### src/rtl/mtu_pkg.sv
package mtu_pkg;
  localparam int CH_N   = 2;
  localparam int DW     = 16;
  localparam int AW     = 4;
  localparam int SEL_W  = 2;
  localparam int IDX_W  = AW - 1;
  localparam int REGS_PER_CH = 3;
  // widest divider is 8 << (2*(2^SEL_W-1)); counter holds divider-1
  localparam int PSC_W  = 3 + 2 * ((1 << SEL_W) - 1);
  localparam logic [IDX_W-1:0] IDX_RUN = '0;

  function automatic logic [IDX_W-1:0] ctrl_idx(input int ch);
    return IDX_W'(1 + REGS_PER_CH * ch);
  endfunction
  function automatic logic [IDX_W-1:0] cnt_idx(input int ch);
    return IDX_W'(2 + REGS_PER_CH * ch);
  endfunction
  function automatic logic [IDX_W-1:0] cst_idx(input int ch);
    return IDX_W'(3 + REGS_PER_CH * ch);
  endfunction
endpackage

### src/rtl/mtu_prescale.sv
module mtu_prescale
  import mtu_pkg::*;
(
  input  logic             clk,
  input  logic             rst_n,
  input  logic             run,
  input  logic             tick_en,
  input  logic [SEL_W-1:0] sel,
  output logic             tick
);
  logic [PSC_W-1:0] psc_q, psc_d;
  logic [PSC_W:0]   span;
  logic [PSC_W-1:0] lim;
  logic             hit;

  always_comb begin
    span = (PSC_W+1)'(8) << (2 * sel);
    lim  = PSC_W'(span - 1'b1);
    hit  = (psc_q >= lim);
    tick = run & tick_en & hit;
    if (!run)         psc_d = '0;
    else if (tick_en) psc_d = hit ? '0 : psc_q + 1'b1;
    else              psc_d = psc_q;
  end

  always_ff @(posedge clk or negedge rst_n) begin
    if (!rst_n) psc_q <= '0;
    else        psc_q <= psc_d;
  end
endmodule

### src/rtl/mtu_channel.sv
module mtu_channel
  import mtu_pkg::*;
(
  input  logic          clk,
  input  logic          rst_n,
  input  logic          run,
  input  logic          tick_en,
  input  logic          we_ctrl,
  input  logic          we_cnt,
  input  logic          we_cst,
  input  logic [DW-1:0] wdata,
  output logic [DW-1:0] ctrl_rd,
  output logic [DW-1:0] cnt,
  output logic [DW-1:0] cst,
  output logic          irq
);
  logic [SEL_W-1:0] sel_q, sel_d;
  logic             ie_q, ie_d;
  logic [DW-1:0]    cnt_q, cnt_d;
  logic [DW-1:0]    cst_q, cst_d;
  logic             irq_q, irq_d;
  logic             tick, match;

  mtu_prescale u_psc (
    .clk     (clk),
    .rst_n   (rst_n),
    .run     (run),
    .tick_en (tick_en),
    .sel     (sel_q),
    .tick    (tick)
  );

  always_comb begin
    match = tick & (cnt_q == cst_q);
    sel_d = we_ctrl ? wdata[SEL_W-1:0] : sel_q;
    ie_d  = we_ctrl ? wdata[6] : ie_q;
    cst_d = we_cst ? wdata : cst_q;
    if (we_cnt)     cnt_d = wdata;
    else if (match) cnt_d = '0;
    else if (tick)  cnt_d = cnt_q + 1'b1;
    else            cnt_d = cnt_q;
    irq_d = match & ie_q;
  end

  always_ff @(posedge clk or negedge rst_n) begin
    if (!rst_n) begin
      sel_q <= '0;
      ie_q  <= 1'b0;
      cnt_q <= '0;
      cst_q <= '1;
      irq_q <= 1'b0;
    end else begin
      sel_q <= sel_d;
      ie_q  <= ie_d;
      cnt_q <= cnt_d;
      cst_q <= cst_d;
      irq_q <= irq_d;
    end
  end

  assign ctrl_rd = DW'({1'b1, ie_q, 4'b0000, sel_q});
  assign cnt     = cnt_q;
  assign cst     = cst_q;
  assign irq     = irq_q;
endmodule

### src/rtl/mtu_top.sv
module mtu_top
  import mtu_pkg::*;
(
  input  logic          clk,
  input  logic          rst_n,
  input  logic          tick_en,
  input  logic          bus_sel,
  input  logic          bus_we,
  input  logic [AW-1:0] bus_addr,
  input  logic [DW-1:0] bus_wdata,
  output logic [DW-1:0] bus_rdata,
  output logic [CH_N-1:0] irq
);
  logic [1:0]            rst_sync;
  logic                  rst_s_n;
  logic [CH_N-1:0]       run_q, run_d;
  logic [IDX_W-1:0]      idx;
  logic                  wr;
  logic [CH_N-1:0][DW-1:0] ctrl_vec, cnt_vec, cst_vec;
  logic [DW-1:0]         rd;

  always_ff @(posedge clk or negedge rst_n) begin
    if (!rst_n) rst_sync <= '0;
    else        rst_sync <= {rst_sync[0], 1'b1};
  end
  assign rst_s_n = rst_sync[1];

  assign idx = bus_addr[AW-1:1];
  assign wr  = bus_sel & bus_we;

  always_comb begin
    run_d = (wr && idx == IDX_RUN) ? bus_wdata[CH_N-1:0] : run_q;
  end

  always_ff @(posedge clk or negedge rst_s_n) begin
    if (!rst_s_n) run_q <= '0;
    else          run_q <= run_d;
  end

  for (genvar c = 0; c < CH_N; c++) begin : g_ch
    mtu_channel u_ch (
      .clk     (clk),
      .rst_n   (rst_s_n),
      .run     (run_q[c]),
      .tick_en (tick_en),
      .we_ctrl (wr && idx == ctrl_idx(c)),
      .we_cnt  (wr && idx == cnt_idx(c)),
      .we_cst  (wr && idx == cst_idx(c)),
      .wdata   (bus_wdata),
      .ctrl_rd (ctrl_vec[c]),
      .cnt     (cnt_vec[c]),
      .cst     (cst_vec[c]),
      .irq     (irq[c])
    );
  end

  always_comb begin
    rd = '0;
    if (idx == IDX_RUN) rd = DW'(run_q);
    for (int c = 0; c < CH_N; c++) begin
      if (idx == ctrl_idx(c)) rd = ctrl_vec[c];
      if (idx == cnt_idx(c))  rd = cnt_vec[c];
      if (idx == cst_idx(c))  rd = cst_vec[c];
    end
    bus_rdata = (bus_sel && !bus_we) ? rd : '0;
  end
endmodule

### config.mk
export PLATFORM = sky130hd
export DESIGN_NAME = mtu_top
export DESIGN_NICKNAME = d
export VERILOG_FILES = /design/src/rtl/mtu_pkg.sv /design/src/rtl/mtu_prescale.sv /design/src/rtl/mtu_channel.sv /design/src/rtl/mtu_top.sv
export SDC_FILE = /design/constraint.sdc
export NUM_CORES = 1
export LEC_CHECK = 0
export BUFFER_PORTS_ARGS = -buffer_cell sky130_fd_sc_hd__buf_2
export CORE_MARGIN = 3
export CORE_UTILIZATION = 63
export DETAILED_ROUTE_END_ITERATION = 12
export PLACE_DENSITY = 0.82
export SYNTH_ARGS = -nofsm -noshare
export SYNTH_HDL_FRONTEND = slang
export SYNTH_HIERARCHICAL = 1
export SYNTH_SLANG_ARGS = --single-unit
### constraint.sdc
create_clock -name clk -period 4.2 [get_ports clk]
set_clock_uncertainty 0.05 [all_clocks]
set_input_delay 1.26 -clock clk [delete_from_list [all_inputs] [get_ports clk]]
set_output_delay 1.26 -clock clk [all_outputs]
set_load 0.02 [all_outputs]
Yosys cells after proc, flatten, opt, wreduce, memory -nomap -nowiden. Index checks and enable logic that the tools add are counted.

Register bits: 94. Bits of input ports: 25. Word-level logic and storage cells: 75.

$add $sub $neg: 6. $lt $le $gt $ge: 2. Equality and inequality tests: 10. Shift operators: 2. Muxes and demuxes: 20. Bitwise operators: 9. Reduce and logical (&&, ||, !) cells: 12.

Operators with widths (count): $mux 16 (12); $mux 9 (6); $add 16x1->16 const B (2); $eq 16x16->1 (2); $add 9x1->9 const B (2); $ge 9x9->1 (2); $shl 4x3->9 const A (2); $sub 9x1->9 const B (2); $and 1x1->1 (9); $eq 3x3->1 const B (3); $logic_and 1x1->1 (8); $mux 8 (1); $eq 3x2->1 const B (2); $reduce_bool 3->1 (2); $ne 2x2->1 const B (2); $eq 3x1->1 const B (1); $logic_not 3->1 (1); $mux 2 (1); $logic_not 1->1 (1).

Depth between registers and ports, before layout. Gate-level depths: netlist of run 1.

Depth in word-level cells: 9. Gate-level depth with buffers: 15.

Cells and area by module. The synthesis of run 1 kept the hierarchy.

By module, submodules not included: mtu_channel (g_ch[1].u_ch) (times used 1, cells each 215, area an instance 2158.3 um2, seq. area each 920.9 um2); mtu_channel (g_ch[0].u_ch) (times used 1, cells each 200, area an instance 2110.8 um2, seq. area each 920.9 um2); mtu_top (times used 1, cells each 170, area an instance 1093.5 um2, seq. area each 100.1 um2); mtu_prescale (g_ch[0].u_ch.u_psc) (times used 1, cells each 79, area an instance 689.4 um2, seq. area each 225.2 um2); mtu_prescale (g_ch[1].u_ch.u_psc) (times used 1, cells each 82, area an instance 686.9 um2, seq. area each 225.2 um2).

Worst setup path after synthesis of run 1. Ideal clock, no wire load.

Kind: input to output. Start: input port bus_addr[3]. End: output port bus_rdata[11]. Arrival: 2.408 ns. Setup slack: 0.482 ns. Cell stages on the path: 5. Cells stage by stage: buf_2 buf_4 buf_2 a221oi_1 a211oi_1.

Cells in the longest elaborated chain, start to end: 7. Elaborated cells on any way between the ends: 11. Classes of those cells: 5 x eq/ne; 6 x mux.

Ends and longest elaborated chain: from (decl) (line mtu_top.sv:9) `input logic [AW-1:0] bus_addr,`; $eq 3x2->1 (line mtu_top.sv:62) `if (idx == cnt_idx(c)) rd = cnt_vec[c];`; $mux 16 (line mtu_top.sv:62); $mux 16 (line mtu_top.sv:63) `if (idx == cst_idx(c)) rd = cst_vec[c];`; $mux 16 (line mtu_top.sv:61) `if (idx == ctrl_idx(c)) rd = ctrl_vec[c];`; $mux 16 (line mtu_top.sv:62); $mux 16 * (line mtu_top.sv:63); $mux 16 * (line mtu_top.sv:65) `bus_rdata = (bus_sel && !bus_we) ? rd : '0;`; to (decl) (line mtu_top.sv:11) `output logic [DW-1:0] bus_rdata,`.

Every way passes the cells marked *; elsewhere a longest branch is shown, timed or not.

Worst setup path after layout of run 1.
Start: input port bus_addr[1]. End: output port bus_rdata[4].

The elaborated chain is that of the path after synthesis.

==> metrics.txt, run 1 <==
run status=finished, final reports clean; area leader, netlist=dfrtp_1; # Post-CTS Setup Buffers=0; final worst path period share=99.06%; DRC viols=0; # H-tree levels=3; Critical Path RT=2.89 ns; CP endpoint kind=output pin; TritonCTS clock tree=yes; fill count=816; Final ANT Viol Nets=0; hold worst-path end=rst_sync[1]$_DFF_PN0_; min cycle time layout=4.161 ns; Mapped Cells=746; RR Startpoint=g_ch[0].u_ch/sel_q[1]$_DFFE_PN0P_; Pleak=0.003048 uW; antenna violations before repair=0; total power=2555 uW; maximum VDD drop=0.0002326 V; Post-Syn Area per Cell=9.033 sq um; Final Max Tran Viols=0; number of global-route vias before repair=5493; placed insts=894; Yosys cell types=72; Max-cap violations=0; FF-to-FF setup slack=0.82 ns; GR Layer Usage met3=3.817%; via count=5753; largest net degree at the start of global routing=61; Initial DRC Count=608; HPWL Detailed=12.24 mm; clk root buf=clkbuf_8; diode count=0; Fin Setup TNS=0 ns; fin cells=910; EDFF count, synth=0; Crit. Startpoint=bus_addr[1]; Reg clk slew, reported paths=0.09 ns; Avg WL per Cell=18.43 um; Area Overhead vs Synth=5.960%; total wire length=16.77 mm; layout cells sized above 1=22.61%; HP Class=flip-flop to flip-flop; sequential area share after synthesis=35.50%; worst skew pair latency=0.37 ns; CP Class=input pin to output pin; RSZ-0062 raised after global routing=false; Achievable Freq=0.2403 GHz; main flop type after synthesis=dfrtp_1; NumNets Final=812; final setup vio count=0; Resized Gates After CTS=0; initial core utilization=64.99%; vias per cell=6.322; chip width=109.4 um; Bufs on Longest Clock Path=2; num rows=37; M2 GR Usage=47.08%; Fin. Hold Viols=0; port bufs=41; Reg area=2396 sq um; num ports=43; Seq cells post-synth=94; area of the core=10370 sq um; multi-input logic area=3959 sq um; CTS Hold Bufs=0; GRT busiest layer=met2; Worst Reg2Reg Path Length in Cells=13; Tot GR Track Use=29.13%; worst hold start=rst_sync[0]$_DFF_PN0_; Ys Warns=6; top-area cell type share of the netlist area=23.02%; Critical Path AT=2.85 ns; Slew @ Worst Pin=0.8407 ns; hold depth=0; Worst Path Max Fanout=17; gr ovfl total=0; ranking of synthesized cells by area=dfrtp_1 (23%), dfstp_2 (12%), mux2_2 (6.3%); number of buffers created by CTS=9; PwrDens=357.8 nW/um^2; R2R Path End=g_ch[0].u_ch/cnt[3]$_DFFE_PN0P_; Mapped Area=6739 sq um; Pre-antenna DRT Iters=5; RePlAce Congestion=0.9869; Clock Sinks=94; M1 GR Usage=39.15%; CP startpoint kind=input pin; Die Span Y=109.4 um; post-synthesis async set-or-reset flop share=100.0%; global-route wire length before repair=27.28 mm; die area=11970 sq um; slew margin rel.=43.52%
[metal layers]
metal | wire length [um] | up-vias
met1 | 7158 | 2762
met4 | 638 | 0
li1 | - | 2677
met3 | 1070 | 52
met2 | 7901 | 262
met5 | 0 | -
[area by class of cell]
type                            count  share of cell area [%]
Tap cell                          136                   2.383
Clock inverter                      4                  0.4205
Multi-Input combinational cell    586                   55.44
Timing Repair Buffer               58                   4.836
Inverter                           20                   1.051
Sequential cell                    94                   33.56
Clock buffer                       12                   2.313
[through the flow]
step           worst slack, ns  hold slack, ns  area, sq um  util (%)
2_1_floorplan           0.4822          0.2812         6822         -
3_3_place_gp            0.2151          0.2885         6945     66.98
3_5_place_dp            0.1351          0.2918         6945     66.98
4_1_cts                 0.1310          0.3141         7141     68.86
5_1_grt              0.0006357          0.3368         7141     68.86
6_report               0.03936          0.3134         7141     68.86
[critical path, stage by stage]
cell      delay, ns
buf_2          0.32
and2b_1        0.28
nand2_2        0.31
o221ai_1       0.16
a21oi_1        0.27
buf_2          0.23
[cell families after synthesis]
logic type      share of synthesized area (%)
xor+xnor                                6.498
compound gates                          14.82
buf+inv                                 7.167
mux                                     10.12
fa+ha+maj                               3.342
other cells                            0.2785
flops                                   35.50
simple gates                            22.28
[synth_stat cells (4+ instances only)]
cell type,number
nor4_2,4
nor4_1,10
nor3b_1,12
mux2i_1,19
a21oi_1,53
dfstp_2,32
ha_1,18
clkbuf_1,18
nor2b_1,7
mux2_2,38
nand2_1,68
buf_4,30
a21o_1,8
a2111oi_0,5
nand4b_1,5
or3_1,6
nand3_1,24
buf_2,14
inv_1,18
dfrtp_1,62
conb_1,5
nor4b_1,6
nand4_1,9
and3_1,8
o31ai_1,11
a211o_1,5
nor3_1,17
a211oi_1,4
xor2_1,36
xnor2_1,14
a31oi_1,4
or2_2,6
nor2_1,65
o21ai_1,6
o21ai_0,23
o221ai_1,11
nand2b_1,6
[cell usage in the layout (no fill, tap or decap), types with 14 or more instances in the layout]
cell type,Yosys,layout
a21oi_1,53,53
buf_2,14,41
buf_4,30,16
conb_1,5,27
dfrtp_1,62,61
dfstp_2,32,32
ha_1,18,18
inv_1,18,18
mux2_2,38,38
mux2i_1,19,19
nand2_1,68,68
nand3_1,24,24
nor2_1,65,64
nor3_1,17,16
o21ai_0,23,23
xnor2_1,14,14
xor2_1,36,36
[worst max-delay path by stage]
stage / endpoint / slack, ns
2_1_floorplan: bus_rdata[11] / 0.48
3_3_place_gp: bus_rdata[6] / 0.22
3_5_place_dp: bus_rdata[3] / 0.14
4_1_cts: bus_rdata[3] / 0.13
5_1_grt: bus_rdata[2] / 0.0006
6_report: bus_rdata[4] / 0.04
[report_power, final]
part	leakage, uW	switching [uW]	internal (uW)	total, uW
Sequential	0.00112	207	1100	1310
Combinational	0.00183	351	301	652
Clock	0.0000986	331	265	597
[sequential cells by signal (all words and copies together), names as in the netlist]
signal	cells
g_ch.u_ch/cnt	32
g_ch.u_ch/cst	32
g_ch.u_ch/ie_q	2
g_ch.u_ch/irq	2
g_ch.u_ch/sel_q	4
g_ch.u_ch/u_psc/psc_q	18
rst_sync	2
run_q	2
Power figures use the tool's default switching activity.
==> run 2: changes to the inputs <==
--- a/config.mk
+++ b/config.mk
@@ -6,10 +6,13 @@
 export NUM_CORES = 1
 export LEC_CHECK = 0
 export BUFFER_PORTS_ARGS = -buffer_cell sky130_fd_sc_hd__buf_2
+export CELL_PAD_IN_SITES_DETAIL_PLACEMENT = 1
+export CELL_PAD_IN_SITES_GLOBAL_PLACEMENT = 2
 export CORE_MARGIN = 3
-export CORE_UTILIZATION = 63
+export CORE_UTILIZATION = 42
 export DETAILED_ROUTE_END_ITERATION = 12
-export PLACE_DENSITY = 0.82
+export PLACE_DENSITY_LB_ADDON = 0.1
+export RECOVER_POWER = 50
 export SYNTH_ARGS = -nofsm -noshare
 export SYNTH_HDL_FRONTEND = slang
 export SYNTH_HIERARCHICAL = 1
==> metrics.txt, run 2 (synthesis results as in run 1) <==
crit path cell chain=buf_2 > mux2_1 > a221oi_1 > o22ai_1 > buf_2 (was buf_2 > and2b_1 > nand2_2 > o221ai_1 > a21oi_1 > buf_2); most frequent cells in the layout=nand2_1 (68), nor2_1 (63), dfrtp_1 (62) (was nand2_1 (68), nor2_1 (64), dfrtp_1 (61)); run status=finished, violations left (was finished, final reports clean); number of global-route vias before repair=5772 (was 5493); Reg clk slew, reported paths=0.07 ns (was 0.09 ns); layout cells sized above 1=22.24% (was 22.61%); multi-input logic area=3954 sq um (was 3959 sq um); min cycle time layout=4.064 ns (was 4.161 ns); Fin. Hold Viols=0 (unchanged); initial core utilization=43.68% (was 64.99%); TritonCTS clock tree=yes (unchanged); Achievable Freq=0.2461 GHz (was 0.2403 GHz); Resized Gates After CTS=0 (unchanged); Slew @ Worst Pin=3.155 ns (was 0.8407 ns); Final ANT Viol Nets=0 (unchanged); CP startpoint kind=input pin (unchanged); diode count=0 (unchanged); fill count=1845 (was 816); port bufs=41 (unchanged); commonest non-fill, non-tap cell in the layout=nand2_1 (unchanged); final worst path period share=96.77% (was 99.06%); gr ovfl total=0 (unchanged); # H-tree levels=3 (unchanged); chip width=132.7 um (was 109.4 um); Clock Sinks=94 (unchanged); RSZ-0062 raised after global routing=false (unchanged); critical path's top delay family=compound AO/OA/AOI/OAI gates (was simple AND/OR/NAND/NOR gates); total wire length=19.80 mm (was 16.77 mm); number of buffers created by CTS=9 (unchanged); antenna violations before repair=0 (unchanged); Crit path largest cell delay=0.49 ns (was 0.32 ns); Final Max Tran Viols=74 (was 0); placed insts=973 (was 894); Avg WL per Cell=20.02 um (was 18.43 um); Hold WS=0.3030 ns (was 0.3134 ns); Final Cell Area=7362 sq um (was 7141 sq um); PwrDens=392.0 nW/um^2 (was 357.8 nW/um^2); final setup vio count=0 (unchanged); die area=17600 sq um (was 11970 sq um); HPWL Detailed=14.86 mm (was 12.24 mm); CP Class=input pin to output pin (unchanged); CP endpoint kind=output pin (unchanged); Fin Setup TNS=0 ns (unchanged); area of the core=15430 sq um (was 10370 sq um); Max-cap violations=1 (was 0); num rows=45 (was 37); Tot GR Track Use=23.03% (was 29.13%); fin cells=989 (was 910); Worst Path Max Fanout=6 (was 17); worst skew pair latency=0.35 ns (was 0.37 ns); Critical Path RT=2.89 ns (about the same); Slowest-stage cell, CP=a221oi_1 (was buf_2); clk root buf=clkbuf_16 (was clkbuf_8); Die Span Y=132.7 um (was 109.4 um); Critical Path AT=2.75 ns (was 2.85 ns); Bufs on Longest Clock Path=2 (unchanged); vias per cell=5.620 (was 6.322); Reg area=2392 sq um (was 2396 sq um); via count=5558 (was 5753); worst path buffer plus inverter count=2 (unchanged); most frequent cell on the critical path=buf_2 (unchanged); Area Overhead vs Synth=9.246% (was 5.960%); Initial DRC Count=212 (was 608); HP Class=flip-flop to flip-flop (unchanged); DP Area=7059 sq um (was 6945 sq um); CTS Hold Bufs=0 (unchanged); failing checks=capacitance limit, slew limit; RePlAce Congestion=0.8571 (was 0.9869); Util after Layout=47.72% (was 68.86%); Pre-antenna DRT Iters=4 (was 5); largest net degree at the start of global routing=74 (was 61); global-route wire length before repair=32.13 mm (was 27.28 mm); num ports=43 (unchanged); maximum VDD drop=0.0002091 V (was 0.0002326 V); Pleak=0.003097 uW (was 0.003048 uW); NumNets Final=816 (was 812); # Post-CTS Setup Buffers=0 (unchanged); slew margin rel.=-110.3% (was 43.52%); DRC viols=0 (unchanged)
[run 2: cell count changes in the layout (fill, tap and decap cells not counted), sizes merged]
cell      previous run  this run
clkbuf              12        15
bufinv               0         2
clkinvlp             1         2
buf                 58        57
clkinv               5         4
[run 2: layout make-up]
type                            count  share of cell area, %
Inverter                           20                  1.020
Sequential cell                    94                  32.49
Clock buffer                       10                  3.246
Tap cell                          211                  3.586
Clock inverter                      6                  1.156
Multi-Input combinational cell    586                  53.70
Timing Repair Buffer               62                  4.793
[run 2: power by group]
part           internal (uW)  total [uW]  switching, uW
clock network            536         910            374
logic                    300         655            355
registers               1100        1320            220
total                   1940        2890            950
[run 2: final timing paths]
kind / start / endpoint / slack [ns] / depth (start not counted)
hold / removal: rst_sync[0]$_DFF_PN0_ / rst_sync[1]$_DFF_PN0_ / 0.30 / 0
hold reg to reg: rst_sync[0]$_DFF_PN0_ / rst_sync[1]$_DFF_PN0_ / 0.30 / 0
setup reg to reg: g_ch[0].u_ch/sel_q[1]$_DFFE_PN0P_ / g_ch[0].u_ch/cnt[7]$_DFFE_PN0P_ / 0.49 / 13
min in group asynchronous: rst_n / rst_sync[1]$_DFF_PN0_ / 0.63 / 1
setup / recovery: bus_addr[1] / bus_rdata[12] / 0.14 / 5
max in group asynchronous: rst_sync[1]$_DFF_PN0_ / g_ch[1].u_ch/cst[4]$_DFFE_PN1P_ / 0.91 / 1
[run 2: worst reg2reg max path, delay by kind of cell, from the launching register on]
family,cells,cell delay (ns)
multiplexers,1,0.15
buffers and inverters,1,0.46
AO/OA/AOI/OAI,1,0.17
AND/OR/NAND/NOR,7,1.67
XOR/XNOR,1,0.11
adder cells (fa/ha/maj),2,0.59
flip-flops,1,0.41
[run 2: metal layers]
metal  vias to the layer above  global-route usage (%)  wire [um]
li1                       2682                       -          -
met1                      2791                   30.81       9260
met2                        72                   39.25       9856
met3                        13                   2.928        457
met4                         0                   6.582        222
met5                         -                       0          0
[run 2: stage by stage]
step / worst slack, ns / total power, uW
after floorplan: 0.4822 / 1777
after global placement: 0.1542 / 1950
after detailed placement: 0.1644 / 1995
after CTS: 0.1534 / 2924
after global routing: 0.08101 / 3061
final: 0.1358 / 2886
==> run 3: changes to the inputs <==
--- a/config.mk
+++ b/config.mk
@@ -8,8 +8,9 @@
 export BUFFER_PORTS_ARGS = -buffer_cell sky130_fd_sc_hd__buf_2
 export CELL_PAD_IN_SITES_DETAIL_PLACEMENT = 1
 export CELL_PAD_IN_SITES_GLOBAL_PLACEMENT = 2
+export CORE_ASPECT_RATIO = 1.25
 export CORE_MARGIN = 3
-export CORE_UTILIZATION = 42
+export CORE_UTILIZATION = 40
 export DETAILED_ROUTE_END_ITERATION = 12
 export PLACE_DENSITY_LB_ADDON = 0.1
 export RECOVER_POWER = 50
==> metrics.txt, run 3 (synthesis results as in run 1) <==
run status=finished, violations left (unchanged); failing checks=capacitance limit, slew limit (unchanged); P_sw=928.0 uW (was 949.6 uW); fin cells=993 (was 989); placed insts=977 (was 973); number of buffers created by CTS=9 (unchanged); initial core utilization=41.27% (was 43.68%); Flop pwr share=45.2% (was 45.7%); Worst Path Max Fanout=25 (was 6); CP Class=input pin to output pin (unchanged); Area Overhead vs Synth=9.413% (was 9.246%); Slowest-stage cell, CP=buf_2 (was a221oi_1); clk root buf=clkbuf_16 (unchanged); slew margin rel.=-30.31% (was -110.3%); Critical Path AT=2.70 ns (was 2.75 ns); post-route setup slack=0.1932 ns (was 0.1358 ns); number of global-route vias before repair=5769 (was 5772); Clk pwr share=32.3% (was 31.5%); commonest non-fill, non-tap cell in the layout=nand2_1 (unchanged); global-route wire length before repair=31.88 mm (was 32.13 mm); Sw Ratio=31.92% (was 32.90%); Final ANT Viol Nets=0 (unchanged); area of the core=16330 sq um (was 15430 sq um); DP Worst Slack=0.1905 ns (was 0.1644 ns); HP Class=flip-flop to flip-flop (unchanged); diode count=0 (unchanged); min cycle time layout=4.007 ns (was 4.064 ns); CP startpoint kind=input pin (unchanged); gr ovfl total=0 (unchanged); # Post-CTS Setup Buffers=0 (unchanged); num ports=43 (unchanged); Clock Sinks=94 (unchanged); DRC viols=0 (unchanged); most frequent cells in the layout=nand2_1 (68), nor2_1 (63), dfrtp_1 (62) (unchanged); Die Span Y=151.1 um (was 132.7 um); via count=5549 (was 5558); die area=18450 sq um (was 17600 sq um); RSZ-0062 raised after global routing=false (unchanged); num rows=52 (was 45); internal power=1979 uW (was 1936 uW); NumNets Final=815 (was 816); Comb pwr share=22.5% (was 22.7%); Critical Path RT=2.89 ns (about the same); CP endpoint kind=output pin (unchanged); Hold WS=0.3093 ns (was 0.3030 ns); Avg WL per Cell=19.95 um (was 20.02 um); fill count=1929 (was 1845); TritonCTS clock tree=yes (unchanged); final setup vio count=0 (unchanged); vias per cell=5.588 (was 5.620); Reg clk slew, reported paths=0.07 ns (about the same); Pre-antenna DRT Iters=4 (unchanged); Pleak=0.003102 uW (was 0.003097 uW); port bufs=41 (unchanged); Achievable Freq=0.2496 GHz (was 0.2461 GHz); CTS Hold Bufs=0 (unchanged); Bufs on Longest Clock Path=2 (unchanged); Initial DRC Count=266 (was 212); final worst path period share=95.40% (was 96.77%); Fin Setup TNS=0 ns (unchanged); Slew @ Worst Pin=1.955 ns (was 3.155 ns); PwrDens=394.3 nW/um^2 (was 392.0 nW/um^2); total wire length=19.81 mm (was 19.80 mm); maximum VDD drop=0.0001812 V (was 0.0002091 V); Resized Gates After CTS=0 (unchanged); Crit path largest cell delay=0.41 ns (was 0.49 ns); chip width=122.1 um (was 132.7 um); Tot GR Track Use=22.41% (was 23.03%); RePlAce Congestion=0.9201 (was 0.8571); largest net degree at the start of global routing=46 (was 74); worst skew pair latency=0.36 ns (was 0.35 ns); antenna violations before repair=0 (unchanged); crit path cell chain=buf_2 > buf_4 > nor2_1 > nor2_1 > o221ai_1 > a21oi_1 > buf_2 (was buf_2 > mux2_1 > a221oi_1 > o22ai_1 > buf_2); Final Cell Area=7373 sq um (was 7362 sq um); HPWL Detailed=15.13 mm (was 14.86 mm); # H-tree levels=3 (unchanged); Max-cap violations=2 (was 1); Final Max Tran Viols=75 (was 74); Fin. Hold Viols=0 (unchanged); DP Area=7058 sq um (was 7059 sq um); layout cells sized above 1=21.75% (was 22.24%)
## run 3: changes by cell type in the layout (fill, tap and decap cells not counted)
cell | before | now
buf_4 | 19 | 18
bufinv_16 | 2 | 3
clkbuf_1 | 4 | 7
clkbuf_2 | 1 | 0
clkbuf_8 | 1 | 0
clkinv_1 | 2 | 4
clkinv_2 | 2 | 0
clkinvlp_4 | 2 | 0
mux2_1 | 4 | 3
mux2_4 | 1 | 2
or4_1 | 2 | 1
or4_4 | 0 | 1
## run 3: path summary, 6_finish.rpt
path | startpoint | endpoint | slack [ns] | cells past startpoint
max in group asynchronous | rst_sync[1]$_DFF_PN0_ | g_ch[1].u_ch/cnt[1]$_DFFE_PN0P_ | 1.08 | 1
min reg2reg | rst_sync[0]$_DFF_PN0_ | rst_sync[1]$_DFF_PN0_ | 0.31 | 0
min in group asynchronous | rst_n | rst_sync[0]$_DFF_PN0_ | 0.62 | 1
max | bus_addr[3] | bus_rdata[3] | 0.19 | 7
min | rst_sync[0]$_DFF_PN0_ | rst_sync[1]$_DFF_PN0_ | 0.31 | 0
max reg2reg | g_ch[0].u_ch/sel_q[1]$_DFFE_PN0P_ | g_ch[0].u_ch/cnt[7]$_DFFE_PN0P_ | 0.88 | 14
## run 3: through the flow
step | utilization (%) | power [uW]
after floorplan | - | 1777
after global placement | 43.22 | 1956
after detailed placement | 43.22 | 1987
after CTS | 45.24 | 2942
after global routing | 45.15 | 3080
final | 45.15 | 2907
## run 3: worst max-delay path: cells and delay by family
family,cells,cell delay (ns)
AOI/OAI and AO/OA,2,0.33
buffers and inverters,3,0.92
and+or+nand+nor,2,0.18
## run 3: final cells by class
cell class	instances	area (sq um)	share of cell area, %
clock buffers	11	232.7	3.156
inverters	20	75.07	1.018
well taps	216	270.3	3.665
multi-input cells	586	3961	53.72
repair buffers	61	344.1	4.667
flip-flops and latches	94	2392	32.45
clock inverters	5	97.59	1.324
## run 3: metal layers
| metal | vias to the layer above | part of all wire (%) | global-route usage, % |
|---|---|---|---|
| met5 | - | 0 | 0 |
| met4 | 0 | 1.9 | 7.339 |
| met3 | 20 | 2.1 | 2.055 |
| met2 | 68 | 51 | 39.55 |
| met1 | 2778 | 45 | 28.85 |
| li1 | 2683 | - | - |
## run 3: power by group through the flow
stage	sequential [uW]	combinational, uW	clock (uW)
2_1_floorplan	1260	517	0
3_3_place_gp	1330	630	0
3_5_place_dp	1330	653	0
4_1_cts	1320	659	965
5_1_grt	1340	736	1000
6_report	1310	655	938
